### src/rtl/agu_pkg.sv
package agu_pkg;

    typedef enum logic [2:0] {
        MODE_REG    = 3'd0,
        MODE_DIR    = 3'd1,
        MODE_IND_R  = 3'd2,
        MODE_IND_SP = 3'd3,
        MODE_IND_DP = 3'd4,
        MODE_IDX_DP = 3'd5,
        MODE_IDX_PC = 3'd6,
        MODE_JMP_DP = 3'd7
    } agu_mode_e;

    typedef enum logic [1:0] {
        SPC_IDATA = 2'd0,
        SPC_XDATA = 2'd1,
        SPC_CODE  = 2'd2,
        SPC_NONE  = 2'd3
    } agu_space_e;

    typedef struct packed {
        logic       illegal;
        logic       jump;
        agu_space_e space;
    } agu_tag_t;

    // Modes whose target is program memory and may only be read.
    function automatic logic is_code_mode(agu_mode_e m);
        return (m == MODE_IDX_DP) || (m == MODE_IDX_PC) || (m == MODE_JMP_DP);
    endfunction

    // Rule check shared by the resolver.
    function automatic logic breaks_rule(agu_mode_e m, logic wr, logic ext);
        if (is_code_mode(m)) return wr;
        if (m == MODE_DIR)   return ext;
        return 1'b0;
    endfunction

    // Space chosen by the 8-bit indirect modes.
    function automatic agu_space_e byte_ptr_space(logic ext);
        return ext ? SPC_XDATA : SPC_IDATA;
    endfunction

endpackage

### src/rtl/agu_bank_port.sv
module agu_bank_port #(
    parameter  int NUM_BANKS     = 4,
    parameter  int REGS_PER_BANK = 8,
    localparam int BANK_W        = $clog2(NUM_BANKS),
    localparam int REG_W         = $clog2(REGS_PER_BANK),
    localparam int RF_AW         = BANK_W + REG_W
) (
    input  logic [BANK_W-1:0] bank_sel,
    input  logic [REG_W-1:0]  reg_field,
    output logic [RF_AW-1:0]  ptr_rd_addr,
    output logic [RF_AW-1:0]  reg_loc
);
    // Location of Rn inside the active bank.
    assign reg_loc = {bank_sel, reg_field};

    // Pointer registers are the two lowest of the bank; field bit 0 picks one.
    generate
        if (REG_W > 1) begin : g_wide
            assign ptr_rd_addr = {bank_sel, {(REG_W-1){1'b0}}, reg_field[0]};
        end else begin : g_narrow
            assign ptr_rd_addr = {bank_sel, reg_field[0]};
        end
    endgenerate
endmodule

### src/rtl/agu_index_adder.sv
module agu_index_adder #(
    parameter int ADDR_W = 16,
    parameter int DATA_W = 8
) (
    input  logic              use_pc,
    input  logic [ADDR_W-1:0] dptr,
    input  logic [ADDR_W-1:0] pc,
    input  logic [DATA_W-1:0] acc,
    output logic [ADDR_W-1:0] sum
);
    logic [ADDR_W-1:0] base;
    logic [ADDR_W-1:0] offset;

    assign base = use_pc ? pc : dptr;

    // Unsigned zero extension of the accumulator; carry out of the top bit is dropped.
    generate
        if (ADDR_W > DATA_W) begin : g_ext
            assign offset = {{(ADDR_W-DATA_W){1'b0}}, acc};
        end else begin : g_trunc
            assign offset = acc[ADDR_W-1:0];
        end
    endgenerate

    assign sum = base + offset;
endmodule

### src/rtl/agu_resolve.sv
module agu_resolve
    import agu_pkg::*;
#(
    parameter int ADDR_W = 16,
    parameter int DATA_W = 8,
    parameter int RF_AW  = 5
) (
    input  agu_mode_e         mode,
    input  logic              wr,
    input  logic              ext,
    input  logic [DATA_W-1:0] dir,
    input  logic [DATA_W-1:0] sp,
    input  logic [ADDR_W-1:0] dptr,
    input  logic [DATA_W-1:0] ptr_val,
    input  logic [RF_AW-1:0]  reg_loc,
    input  logic [ADDR_W-1:0] idx_sum,
    output logic [ADDR_W-1:0] addr,
    output agu_tag_t          tag
);
    localparam int PAD_D = ADDR_W - DATA_W;
    localparam int PAD_R = ADDR_W - RF_AW;

    logic [ADDR_W-1:0] cand_addr;
    agu_tag_t          cand_tag;
    logic              bad;

    always_comb begin
        cand_addr = '0;
        cand_tag  = '{illegal: 1'b0, jump: 1'b0, space: SPC_IDATA};
        unique case (mode)
            MODE_REG:    cand_addr = {{PAD_R{1'b0}}, reg_loc};
            MODE_DIR:    cand_addr = {{PAD_D{1'b0}}, dir};
            MODE_IND_R: begin
                cand_addr      = {{PAD_D{1'b0}}, ptr_val};
                cand_tag.space = byte_ptr_space(ext);
            end
            MODE_IND_SP: begin
                cand_addr      = {{PAD_D{1'b0}}, sp};
                cand_tag.space = byte_ptr_space(ext);
            end
            MODE_IND_DP: begin
                cand_addr      = dptr;
                cand_tag.space = SPC_XDATA;
            end
            MODE_IDX_DP, MODE_IDX_PC: begin
                cand_addr      = idx_sum;
                cand_tag.space = SPC_CODE;
            end
            MODE_JMP_DP: begin
                cand_addr      = idx_sum;
                cand_tag.space = SPC_CODE;
                cand_tag.jump  = 1'b1;
            end
            default: ;
        endcase
    end

    assign bad = breaks_rule(mode, wr, ext);

    always_comb begin
        if (bad) begin
            addr = '0;
            tag  = '{illegal: 1'b1, jump: 1'b0, space: SPC_NONE};
        end else begin
            addr = cand_addr;
            tag  = cand_tag;
        end
    end
endmodule

### src/rtl/oper_addr_gen.sv
module oper_addr_gen
    import agu_pkg::*;
#(
    parameter  int ADDR_W        = 16,
    parameter  int DATA_W        = 8,
    parameter  int NUM_BANKS     = 4,
    parameter  int REGS_PER_BANK = 8,
    localparam int BANK_W        = $clog2(NUM_BANKS),
    localparam int REG_W         = $clog2(REGS_PER_BANK),
    localparam int RF_AW         = BANK_W + REG_W
) (
    input  logic              clk,
    input  logic              rst,
    input  logic              req_valid,
    input  logic [2:0]        req_mode,
    input  logic              req_write,
    input  logic              req_ext,
    input  logic [REG_W-1:0]  req_reg,
    input  logic [DATA_W-1:0] req_dir,
    input  logic [BANK_W-1:0] bank_sel,
    input  logic [DATA_W-1:0] sp,
    input  logic [ADDR_W-1:0] dptr,
    input  logic [ADDR_W-1:0] pc,
    input  logic [DATA_W-1:0] acc,
    output logic [RF_AW-1:0]  rf_addr,
    input  logic [DATA_W-1:0] rf_rdata,
    output logic              out_valid,
    output logic [ADDR_W-1:0] out_addr,
    output logic [1:0]        out_space,
    output logic              out_illegal,
    output logic              out_jump
);
    agu_mode_e         mode;
    logic [RF_AW-1:0]  reg_loc;
    logic [ADDR_W-1:0] idx_sum;
    logic [ADDR_W-1:0] next_addr;
    agu_tag_t          next_tag;
    agu_tag_t          tag_q;

    assign mode = agu_mode_e'(req_mode);

    agu_bank_port #(
        .NUM_BANKS     (NUM_BANKS),
        .REGS_PER_BANK (REGS_PER_BANK)
    ) u_bank (
        .bank_sel    (bank_sel),
        .reg_field   (req_reg),
        .ptr_rd_addr (rf_addr),
        .reg_loc     (reg_loc)
    );

    agu_index_adder #(
        .ADDR_W (ADDR_W),
        .DATA_W (DATA_W)
    ) u_add (
        .use_pc (mode == MODE_IDX_PC),
        .dptr   (dptr),
        .pc     (pc),
        .acc    (acc),
        .sum    (idx_sum)
    );

    agu_resolve #(
        .ADDR_W (ADDR_W),
        .DATA_W (DATA_W),
        .RF_AW  (RF_AW)
    ) u_res (
        .mode    (mode),
        .wr      (req_write),
        .ext     (req_ext),
        .dir     (req_dir),
        .sp      (sp),
        .dptr    (dptr),
        .ptr_val (rf_rdata),
        .reg_loc (reg_loc),
        .idx_sum (idx_sum),
        .addr    (next_addr),
        .tag     (next_tag)
    );

    always_ff @(posedge clk) begin
        if (rst) begin
            out_valid <= 1'b0;
            out_addr  <= '0;
            tag_q     <= '{illegal: 1'b0, jump: 1'b0, space: SPC_NONE};
        end else begin
            out_valid <= req_valid;
            if (req_valid) begin
                out_addr <= next_addr;
                tag_q    <= next_tag;
            end
        end
    end

    assign out_space   = tag_q.space;
    assign out_illegal = tag_q.illegal;
    assign out_jump    = tag_q.jump;
endmodule

### config.mk
export PLATFORM = sky130hd
export DESIGN_NAME = oper_addr_gen
export DESIGN_NICKNAME = d
export VERILOG_FILES = /design/src/rtl/agu_pkg.sv /design/src/rtl/agu_bank_port.sv /design/src/rtl/agu_index_adder.sv /design/src/rtl/agu_resolve.sv /design/src/rtl/oper_addr_gen.sv
export SDC_FILE = /design/constraint.sdc
export NUM_CORES = 1
export LEC_CHECK = 0
export ABC_AREA = 1
export BUFFER_PORTS_ARGS = -buffer_cell sky130_fd_sc_hd__buf_2
export CAP_MARGIN = 20
export CORE_MARGIN = 2
export CORE_UTILIZATION = 34
export DETAILED_ROUTE_END_ITERATION = 8
export GPL_TIMING_DRIVEN = 0
export PLACE_DENSITY_LB_ADDON = 0.1
export RECOVER_POWER = 100
export SKIP_CTS_REPAIR_TIMING = 1
export SLEW_MARGIN = 20
export SYNTH_ARGS = -nofsm -noshare
export SYNTH_HDL_FRONTEND = slang
export SYNTH_SLANG_ARGS = --single-unit
### constraint.sdc
create_clock -name clk -period 4.62 [get_ports clk]
set_input_delay 0.462 -clock clk [delete_from_list [all_inputs] [get_ports clk]]
set_output_delay 0.462 -clock clk [all_outputs]
set_load 0.01 [all_outputs]
==> metrics, run 1 <==
ranking of synthesized cells by instance count=nand2_1 (117), a21oi_1 (32), inv_1 (32), dfxtp_1 (21), o21ai_0 (17); unrepaired setup endpoints after global routing=false; arrival time at the worst endpoint=roughly 3.6 ns; post-synth top area cell=nand2_1; router iterations before antenna repair=4; proportion of total power due to net switching=0.3578; Met1 Wirelength=3048 µm; mean post-synth cell area=5.982 µm²; Clock Tree Root=clkbuf_8; f_max=roughly 290 MHz; Worst Hold Class=flip-flop to flip-flop; area of the core=between 5000 and 6000 µm²; pwr dens=between 200 and 250 nW/µm²; result of the run=completed; layout cell share with drive strength beyond 1=0.2220; largest net degree at the start of global routing=12; Yosys top cell area share=0.2205; HPWL after detailed placement=~5400 µm; Sinks on Clock Net=21; final routed wirelength across all metal layers=6617 µm; YS warnings=0; final cell count without fillers=509; NumNets Final=~530; Seq/Total Area, Yosys=0.2111; capturing element type of the critical path=flip-flop; worst hold path startpoint=out_addr[14]; most common flop cell mapped by yosys=dfxtp_1; number of flip-flops and latches in the synthesized netlist=21; maximum net fanout on the critical path=10; quantity of I/O buffers inserted on ports=99; detailed route wirelength on metal2=3096 µm; GRT overflow=0; dominant cell by count in the synthesized netlist=nand2_1; number of fill cells=around 650; transition at the pin with the smallest max-transition slack=1.173 ns; Antenna Nets Post-Route=0; global-route wire length before repair=10610 µm; area delta synth->final=29.15%; Chip Height=between 80 and 90 µm; net load switching power=~0.00019 W; Max Cap Viol=0; placement-stage worst setup slack=about 1.1 ns; number of instances in the placed design=between 500 and 600; Top Ports=roughly 100; number of diodes added for antenna fixing=0; highest metal used=met4; Min-Delay Endpoint=out_addr[14]; number of global-route vias before repair=between 2000 and 2500; count of flip-flops with a built-in enable after synthesis=0; global-route usage over all layers=0.2086; Comb power frac=0.398; clock tree from TritonCTS=yes; max-slew violations=0; H-tree depth=1; Max Root-Sink Buffers=2; time the final worst path needs with I/O delays and setup=about 3.4 ns; worst slew margin relative to its limit=0.2120; internal portion of total power=0.0003361 W; number of cells on the worst reg-to-reg path=2; Initial Util=0.3574; Final Worst Setup Slack=1.221 ns; slack of the worst reg-to-reg path=3.96 ns; WHS Path Cells=2; summed instance area of the synthesized netlist=~2000 µm²; Residual DRC=0; cell count after synthesis=around 330; horizontal die dimension=roughly 81 µm; vias per std cell=about 4.9; critical path class=primary input to flip-flop; global placement routability congestion=between 0.8 and 0.9; share of synthesized flip-flops with an asynchronous set or reset=0; initial antenna violation count=0; setup-violating endpoint count in the final report=0; cells taking the most area after synthesis=nand2_1 (22%), dfxtp_1 (21%), a21oi_1 (8.0%); met3 routed wirelength=430 µm; floorplan die area=around 6500 µm²; final setup skew=0 ns; reg-to-reg critical path startpoint=out_space[1]; Worst-Skew Late Latency=between 0.2 and 0.3 ns; Hold Vio Cnt, Final=0; FF-to-FF End=out_space[1]; clock buffer count from CTS=3; startpoint types=primary input; routed via count=roughly 2500; post-detailed-route wirelength per cell=13.00 µm; fraction of power consumed by sequential logic=0.375; critical path data required time=roughly 4.8 ns; number of distinct standard cells referenced by the synthesized netlist=36; drt initial violations=143; post-route clock period utilization=0.7358; Clk network pwr share=0.227; Static Leak=around 1.3 nW; total negative slack=0 ns; maximum resistive drop on vdd=approximately 0.00015 V; clk slew on worst S/H paths=roughly 0.07 ns; std cell rows=27
[kinds of logic (layout without fill, tap and decap cells)]
group | Yosys count | after routing | share of synthesized area
AND/OR/NAND/NOR | 174 | 174 | 0.3744
other | 1 | 2 | 0.001883
XOR/XNOR | 1 | 1 | 0.004398
buffers and inverters | 53 | 156 | 0.1231
AO/OA/AOI/OAI | 72 | 72 | 0.2123
flip-flops | 21 | 21 | 0.2111
adder cells (fa/ha/maj) | 11 | 11 | 0.07286
[layout by cell type, fill, tap and decap left out, drive strengths merged, types with 2 or more instances in the layout]
master	synthesis	final
nand3	16	16
ha	10	10
a221oi	2	2
o2111ai	4	4
buf	11	83
dfxtp	21	21
inv	36	36
nand4	12	12
o211ai	5	5
conb	1	2
nand2	123	123
clkbuf	5	36
a21oi	33	33
a22oi	4	4
o21ai	19	19
nor2	19	19
[metrics by stage]
stage            util  hold slack (ns)  cell area [µm²]  total power, W
2_1_floorplan       -           0.4900             1996       0.0003318
3_3_place_gp   0.4631           0.4515             2581       0.0004122
3_5_place_dp   0.4631           0.4548             2581       0.0004140
4_1_cts        0.4712           0.4659             2626       0.0005308
5_1_grt        0.4615           0.4944             2572       0.0005646
6_report       0.4615           0.4674             2572       0.0005233
[how the worst max path moves through the flow]
stage,start,end,cells past startpoint
final,req_mode[0],out_addr[10],20
after global routing,req_mode[0],out_addr[10],20
after CTS,req_mode[0],out_addr[10],20
after detailed placement,req_mode[0],out_addr[6],19
after global placement,req_mode[0],out_addr[10],20
after floorplan,req_mode[0],out_addr[12],22
[flip-flops by register name (all words and copies together), names as in the netlist]
register,cells
out_valid,1
out_addr,16
out_illegal,1
out_space,2
out_jump,1
[final cells by class]
cell class | instances | area, µm² | area share
multi-input cells | 260 | 1313 | 0.5102
plain buffers | 16 | 102.6 | 0.03988
well taps | 72 | 90.09 | 0.03502
flip-flops and latches | 21 | 420.4 | 0.1634
repair buffers | 99 | 462.9 | 0.1800
clock buffers | 4 | 45.04 | 0.01751
inverters | 37 | 138.9 | 0.05399
[critical path, stage by stage]
cell and delay, ns:
clkbuf_1 0.11, inv_1 0.11, nand3_1 0.18, clkbuf_1 0.30, inv_1 0.22, clkbuf_1 0.35, nand2_1 0.09, nand2_1 0.07
ha_1 0.15, inv_1 0.05, fa_1 0.38, nor2_1 0.15, nand2_1 0.06, nand2_1 0.15, a21oi_1 0.09, nor2_1 0.19
nor2_1 0.06, o21ai_0 0.19, nand2_1 0.09, a21oi_1 0.13
[power groups by stage]
stage / logic [W] / clock network (W) / registers (W)
after floorplan: 0.000127 / 0 / 0.000205
after global placement: 0.000212 / 0 / 0.000200
after detailed placement: 0.000214 / 0 / 0.000200
after CTS: 0.000215 / 0.000120 / 0.000196
after global routing: 0.000236 / 0.000131 / 0.000197
final: 0.000208 / 0.000119 / 0.000196
[per-layer routing]
layer / global-route usage / vias to the layer above
li1: - / 1304
met1: 0.2720 / 1093
met2: 0.3708 / 84
met3: 0.03483 / 4
met4: 0.02203 / 0
met5: 0 / -
(Power assumes the default switching activity.)
==> inputs of run 2 (changes only) <==
==> constraint.sdc (replaced) <==
create_clock -name clk -period 3 [get_ports clk]
set_input_delay 0.3 -clock clk [delete_from_list [all_inputs] [get_ports clk]]
set_output_delay 0.3 -clock clk [all_outputs]
set_load 0.01 [all_outputs]
==> run 2 against run 1 <==
  * Critical path depth shrank 1
  * Highest routed layer unchanged
  * Register-to-register slack lost 1.6 ns
  * Clock power grew 54%
  * Worst hold slack lost 0.11 ns
  * Worst setup slack lost 0.92 ns
==> metrics, run 2 (synthesis results as in run 1) <==
result of the run=completed; final routed wirelength across all metal layers=approximately 6600 µm; Overall Power=slightly above 0.0008 W; GRT overflow=0; WHS Path Cells=3; Max Cap Viol=0; Static Leak=between 1 and 1.5 nW; Worst-Skew Late Latency=around 0.26 ns; Worst Hold Class=primary input to flip-flop; H-tree depth=1; placement-stage worst setup slack=-0.3109 ns; commonest non-fill, non-tap cell in the layout=nand2_1; number of fill cells=roughly 640; floorplan die area=6487 µm²; commonest non-fill, non-tap cells in the layout=nand2_1 (118), buf_2 (75), a21oi_1 (32); layout cell share with drive strength beyond 1=0.2369; initial antenna violation count=0; area of the core=about 5600 µm²; final cell count without fillers=511; number of instances in the placed design=around 510; storage element area=approximately 420 µm²; number of cells on the worst reg-to-reg path=2; std cell rows=27; flip-flop count of the largest register after layout=16; max-slew violations=0; Final Worst Setup Slack=about 0.3 ns; HPWL after detailed placement=5433 µm; setup-violating endpoint count in the final report=0; Clock Tree Root=clkbuf_8; global-route usage over all layers=0.2086; Min-Delay Endpoint=out_jump; post-route clock period utilization=0.8986; clk slew on worst S/H paths=~0.070 ns; Residual DRC=0; Top Ports=around 100; Max Root-Sink Buffers=2; transition at the pin with the smallest max-transition slack=1.099 ns; worst hold path startpoint=req_mode[0]; post-detailed-route wirelength per cell=roughly 13 µm; Antenna Nets Post-Route=0; final setup skew=0 ns; pwr dens=311.1 nW/µm²; NumNets Final=approximately 530; Hold Vio Cnt, Final=0; arrival time at the worst endpoint=roughly 2.9 ns; maximum resistive drop on vdd=0.0002341 V; post-route design area=2595 µm²; maximum net fanout on the critical path=11; area taken by multi-input logic gates=1315 µm²; area delta synth->final=30.28%; clock buffer count from CTS=3; vias per std cell=around 4.9; Initial Util=0.3574; f_max=370.9 MHz; Sinks on Clock Net=21; largest net degree at the start of global routing=12; number of diodes added for antenna fixing=0; worst slew margin relative to its limit=0.2614; slack of the worst reg-to-reg path=~2.3 ns; startpoint types=primary input; horizontal die dimension=roughly 81 µm; router iterations before antenna repair=4; time the final worst path needs with I/O delays and setup=between 2 and 3 ns; Chip Height=80.54 µm; drt initial violations=about 120; unrepaired setup endpoints after global routing=false; global-route wire length before repair=10610 µm; critical path class=primary input to flip-flop; clock tree from TritonCTS=yes; number of global-route vias before repair=~2400; register name with the most flops=out_addr; global placement routability congestion=~0.86; minimum hold slack=~0.36 ns; placed cell areas=around 2600 µm²; FF-to-FF End=out_space[1]; routed via count=around 2500; reg-to-reg critical path startpoint=out_space[1]; critical path data required time=roughly 3.2 ns; quantity of I/O buffers inserted on ports=~100; capturing element type of the critical path=flip-flop
run 2: cell types whose count changed in the layout (fill, tap and decap cells not counted), moves of 2 or more:
cell      delta
buf_4        +2
clkbuf_1     -2
clkbuf_4     +2
inv_1        -2
run 2: layout make-up:
type | instances | share of cell area
multi-input cells | 260 | 0.5067
repair buffers | 102 | 0.1876
flip-flops and latches | 21 | 0.1620
inverters | 37 | 0.05497
plain buffers | 15 | 0.03664
well taps | 72 | 0.03472
clock buffers | 4 | 0.01736
run 2: power breakdown:
group / internal [W] / switching, W / leakage (nW) / total, W
Sequential: 0.000295 / 0.00000793 / 0.172 / 0.000303
Clock: 0.0000945 / 0.0000882 / 0.0228 / 0.000183
Combinational: 0.000130 / 0.000192 / 1.11 / 0.000322
Total: 0.000519 / 0.000288 / 1.31 / 0.000807
run 2: metal layers:
layer  global-route usage  routed length (µm)
met4              0.02203                  41
met1               0.2720                2862
met2               0.3708                3123
met3              0.03483                 550
met5                    0                   0
run 2: critical path: stages:
cell	delay [ns]
buf_2	0.12
inv_2	0.05
nand3_1	0.15
buf_4	0.23
clkinvlp_4	0.22
clkbuf_4	0.20
o21ai_0	0.21
ha_1	0.29
nand2_1	0.09
inv_1	0.04
a21oi_1	0.12
nand2_1	0.11
nand2_1	0.12
nand2_2	0.11
nand3_1	0.09
nand2_1	0.05
o21ai_0	0.16
nand2_1	0.09
a21oi_1	0.13
run 2: worst max-delay path by stage:
stage / start / to / slack [ns] / cells after the start
4_1_cts: req_mode[0] / out_addr[10] / -0.04 / 20
3_5_place_dp: req_mode[0] / out_addr[6] / -0.31 / 19
5_1_grt: req_mode[0] / out_addr[10] / 0.05 / 19
3_3_place_gp: req_mode[0] / out_addr[10] / -0.30 / 20
2_1_floorplan: req_mode[0] / out_addr[12] / 0.38 / 22
6_report: req_mode[0] / out_addr[13] / 0.30 / 19
run 2: stage by stage:
step	utilization	TNS, ns
after floorplan	-	0
after global placement	0.4631	-1.718
after detailed placement	0.4631	-1.935
after CTS	0.4712	-0.1508
after global routing	0.4655	0
final	0.4655	0
==> inputs of run 3 (changes only) <==
--- a/config.mk
+++ b/config.mk
@@ -9,7 +9,7 @@
 export BUFFER_PORTS_ARGS = -buffer_cell sky130_fd_sc_hd__buf_2
 export CAP_MARGIN = 20
 export CORE_MARGIN = 2
-export CORE_UTILIZATION = 34
+export CORE_UTILIZATION = 45
 export DETAILED_ROUTE_END_ITERATION = 8
 export GPL_TIMING_DRIVEN = 0
 export PLACE_DENSITY_LB_ADDON = 0.1
@@ -18,4 +18,5 @@
 export SLEW_MARGIN = 20
 export SYNTH_ARGS = -nofsm -noshare
 export SYNTH_HDL_FRONTEND = slang
+export SYNTH_HIERARCHICAL = 1
 export SYNTH_SLANG_ARGS = --single-unit
==> run 3 against run 2 <==
  * Flip-flop and latch count did not move
  * Worst hold slack worse by 0.15 ns
  * Combinational power up 32%
  * Register-to-register slack improved by 0.09 ns
  * Non-clock buffer count increased by 6
  * Die area shrank 3.8%
  * Critical path type unchanged
  * Critical endpoint is now out_addr[15]
==> metrics, run 3 <==
GRT overflow=0; area delta synth->final=22.19%; Max Root-Sink Buffers=2; Hold Vio Cnt, Final=0; maximum net fanout on the critical path=10; arrival time at the worst endpoint=around 2.9 ns; commonest non-fill, non-tap cells in the layout=nand2_1 (170), buf_2 (78), nor2_1 (67); maximum resistive drop on vdd=approximately 0.00023 V; Sinks on Clock Net=21; dominant cell by count in the synthesized netlist=nand2_1; Chip Height=79 µm; result of the run=completed; Yosys top cell area share=0.2506; post-synth top area cell=nand2_1; setup-violating endpoint count in the final report=0; startpoint types=primary input; flip-flop count of the largest register after layout=16; global placement routability congestion=0.9118; Comb power frac=0.465; std cell rows=27; Worst-Skew Late Latency=about 0.26 ns; critical path data required time=~3.2 ns; clock buffer count from CTS=3; horizontal die dimension=79 µm; global-route wire length before repair=~12000 µm; cell count after synthesis=456; YS warnings=6; worst slew margin relative to its limit=0.5837; commonest non-fill, non-tap cell in the layout=nand2_1; register name with the most flops=out_addr; post-route design area=between 3000 and 4000 µm²; placed cell areas=just over 3000 µm²; Residual DRC=0; final routed wirelength across all metal layers=6997 µm; HPWL after detailed placement=between 5000 and 6000 µm; number of fill cells=621; minimum hold slack=between 0.2 and 0.25 ns; Static Leak=between 1.5 and 2 nW; clock tree from TritonCTS=yes; fraction of power consumed by sequential logic=0.338; Clk network pwr share=0.197; Antenna Nets Post-Route=0; critical path class=primary input to flip-flop; proportion of total power due to net switching=0.3803; Overall Power=roughly 0.0009 W; Worst Hold Class=primary input to flip-flop; count of flip-flops with a built-in enable after synthesis=0; area taken by multi-input logic gates=roughly 1700 µm²; initial antenna violation count=0; post-route clock period utilization=0.9002; number of flip-flops and latches in the synthesized netlist=21; floorplan die area=approximately 6200 µm²; quantity of I/O buffers inserted on ports=94; drt initial violations=approximately 110; Seq/Total Area, Yosys=0.1661; NumNets Final=between 600 and 700; unrepaired setup endpoints after global routing=false; Max Cap Viol=0; mean post-synth cell area=~5.6 µm²; transition at the pin with the smallest max-transition slack=approximately 0.62 ns; largest net degree at the start of global routing=12; met2 GRT Util=0.4424; peak-usage layer in the global routing report=met2; Initial Util=0.4625; area of the core=between 5000 and 6000 µm²; clk slew on worst S/H paths=around 0.070 ns; router iterations before antenna repair=6; ranking of synthesized cells by instance count=nand2_1 (169), nor2_1 (66), inv_1 (47), nand3_1 (39), dfxtp_1 (21); cells taking the most area after synthesis=nand2_1 (25%), dfxtp_1 (17%), nor2_1 (9.8%); capturing element type of the critical path=flip-flop; time the final worst path needs with I/O delays and setup=about 2.7 ns; f_max=between 300 and 400 MHz; final setup skew=0 ns; placement-stage worst setup slack=-0.08550 ns; post-detailed-route wirelength per cell=~11 µm; Final Worst Setup Slack=~0.3 ns; vias per std cell=4.818; number of global-route vias before repair=2883; internal portion of total power=approximately 0.00057 W; Top Ports=103; global-route usage over all layers=0.2352; net load switching power=0.0003480 W; summed instance area of the synthesized netlist=about 2500 µm²; global-route met1 utilization=0.2945; pwr dens=295.9 nW/µm²; Clock Tree Root=clkbuf_8; storage element area=420.4 µm²; share of synthesized flip-flops with an asynchronous set or reset=0; met3 track demand over resource=0.03295; max-slew violations=0; layout cell share with drive strength beyond 1=0.2270; number of distinct standard cells referenced by the synthesized netlist=33; routed via count=about 3000; most common flop cell mapped by yosys=dfxtp_1; H-tree depth=1; number of diodes added for antenna fixing=0
==> run 3: changes by cell type in the layout (fill, tap and decap cells not counted), sizes merged, moves of 5 or more <==
cell    before  now
a21oi       33   12
buf         85   97
xor2         1    6
nand3       16   39
o211ai       5    0
o21ai       19   11
nor2        19   72
nand2      123  184
clkbuf      36   30
inv         35   51
==> run 3: path summary, 6_finish.rpt <==
path,from,end,slack (ns),cells past startpoint
min reg2reg,out_space[0],out_space[0],0.46,2
max reg2reg,out_addr[8],out_addr[8],2.43,2
max,req_mode[2],out_addr[15],0.30,24
min,rst,out_valid,0.20,2
==> run 3: per-stage QoR <==
step	instances	setup TNS [ns]	util
global placement	623	-0.03760	0.5656
global route	627	0	0.5652
floorplan	457	0	-
finish	627	0	0.5652
CTS	627	0	0.5738
detailed placement	623	-0.1530	0.5656
==> run 3: logic make-up after synthesis <==
kind of cell | share of synthesized area
other | 0.001482
AO/OA/AOI/OAI | 0.04993
adder cells (fa/ha/maj) | 0.04746
XOR/XNOR | 0.02422
buffers and inverters | 0.1710
AND/OR/NAND/NOR | 0.5398
flip-flops | 0.1661
==> run 3: routing by layer <==
metal / share of wire / vias to the layer above
met1: 0.46 / 1335
met5: 0 / -
met2: 0.48 / 92
met3: 0.056 / 3
li1: - / 1591
met4: 0.0024 / 0
==> run 3: layout make-up <==
cell class / count / area share
Buffer: 29 / 0.07120
Clock buffer: 4 / 0.01456
Inverter: 51 / 0.06513
Multi-Input combinational cell: 356 / 0.5417
Sequential cell: 21 / 0.1359
Tap cell: 72 / 0.02913
Timing Repair Buffer: 94 / 0.1424
==> run 3: power by group through the flow <==
stage	sequential (W)	clock [W]	combinational [W]
6_report	0.000309	0.000180	0.000426
3_5_place_dp	0.000315	0	0.000434
4_1_cts	0.000309	0.000186	0.000437
3_3_place_gp	0.000314	0	0.000430
5_1_grt	0.000311	0.000198	0.000491
2_1_floorplan	0.000325	0	0.000287
==> run 3: critical path: stages <==
cell     delay, ns
buf_2         0.16
nand2_1       0.07
nor2_1        0.15
buf_6         0.18
inv_8         0.05
buf_8         0.13
or2_2         0.28
o21ai_2       0.09
inv_1         0.06
ha_1          0.27
nand2_1       0.05
nand2_1       0.11
nand3_1       0.10
nand2_1       0.14
nand3_1       0.12
nand2_1       0.07
nand2_1       0.04
nand2_1       0.08
nand2_1       0.07
a21oi_1       0.12
inv_1         0.06
nand2_1       0.05
nand2_1       0.06
nor2_1        0.08
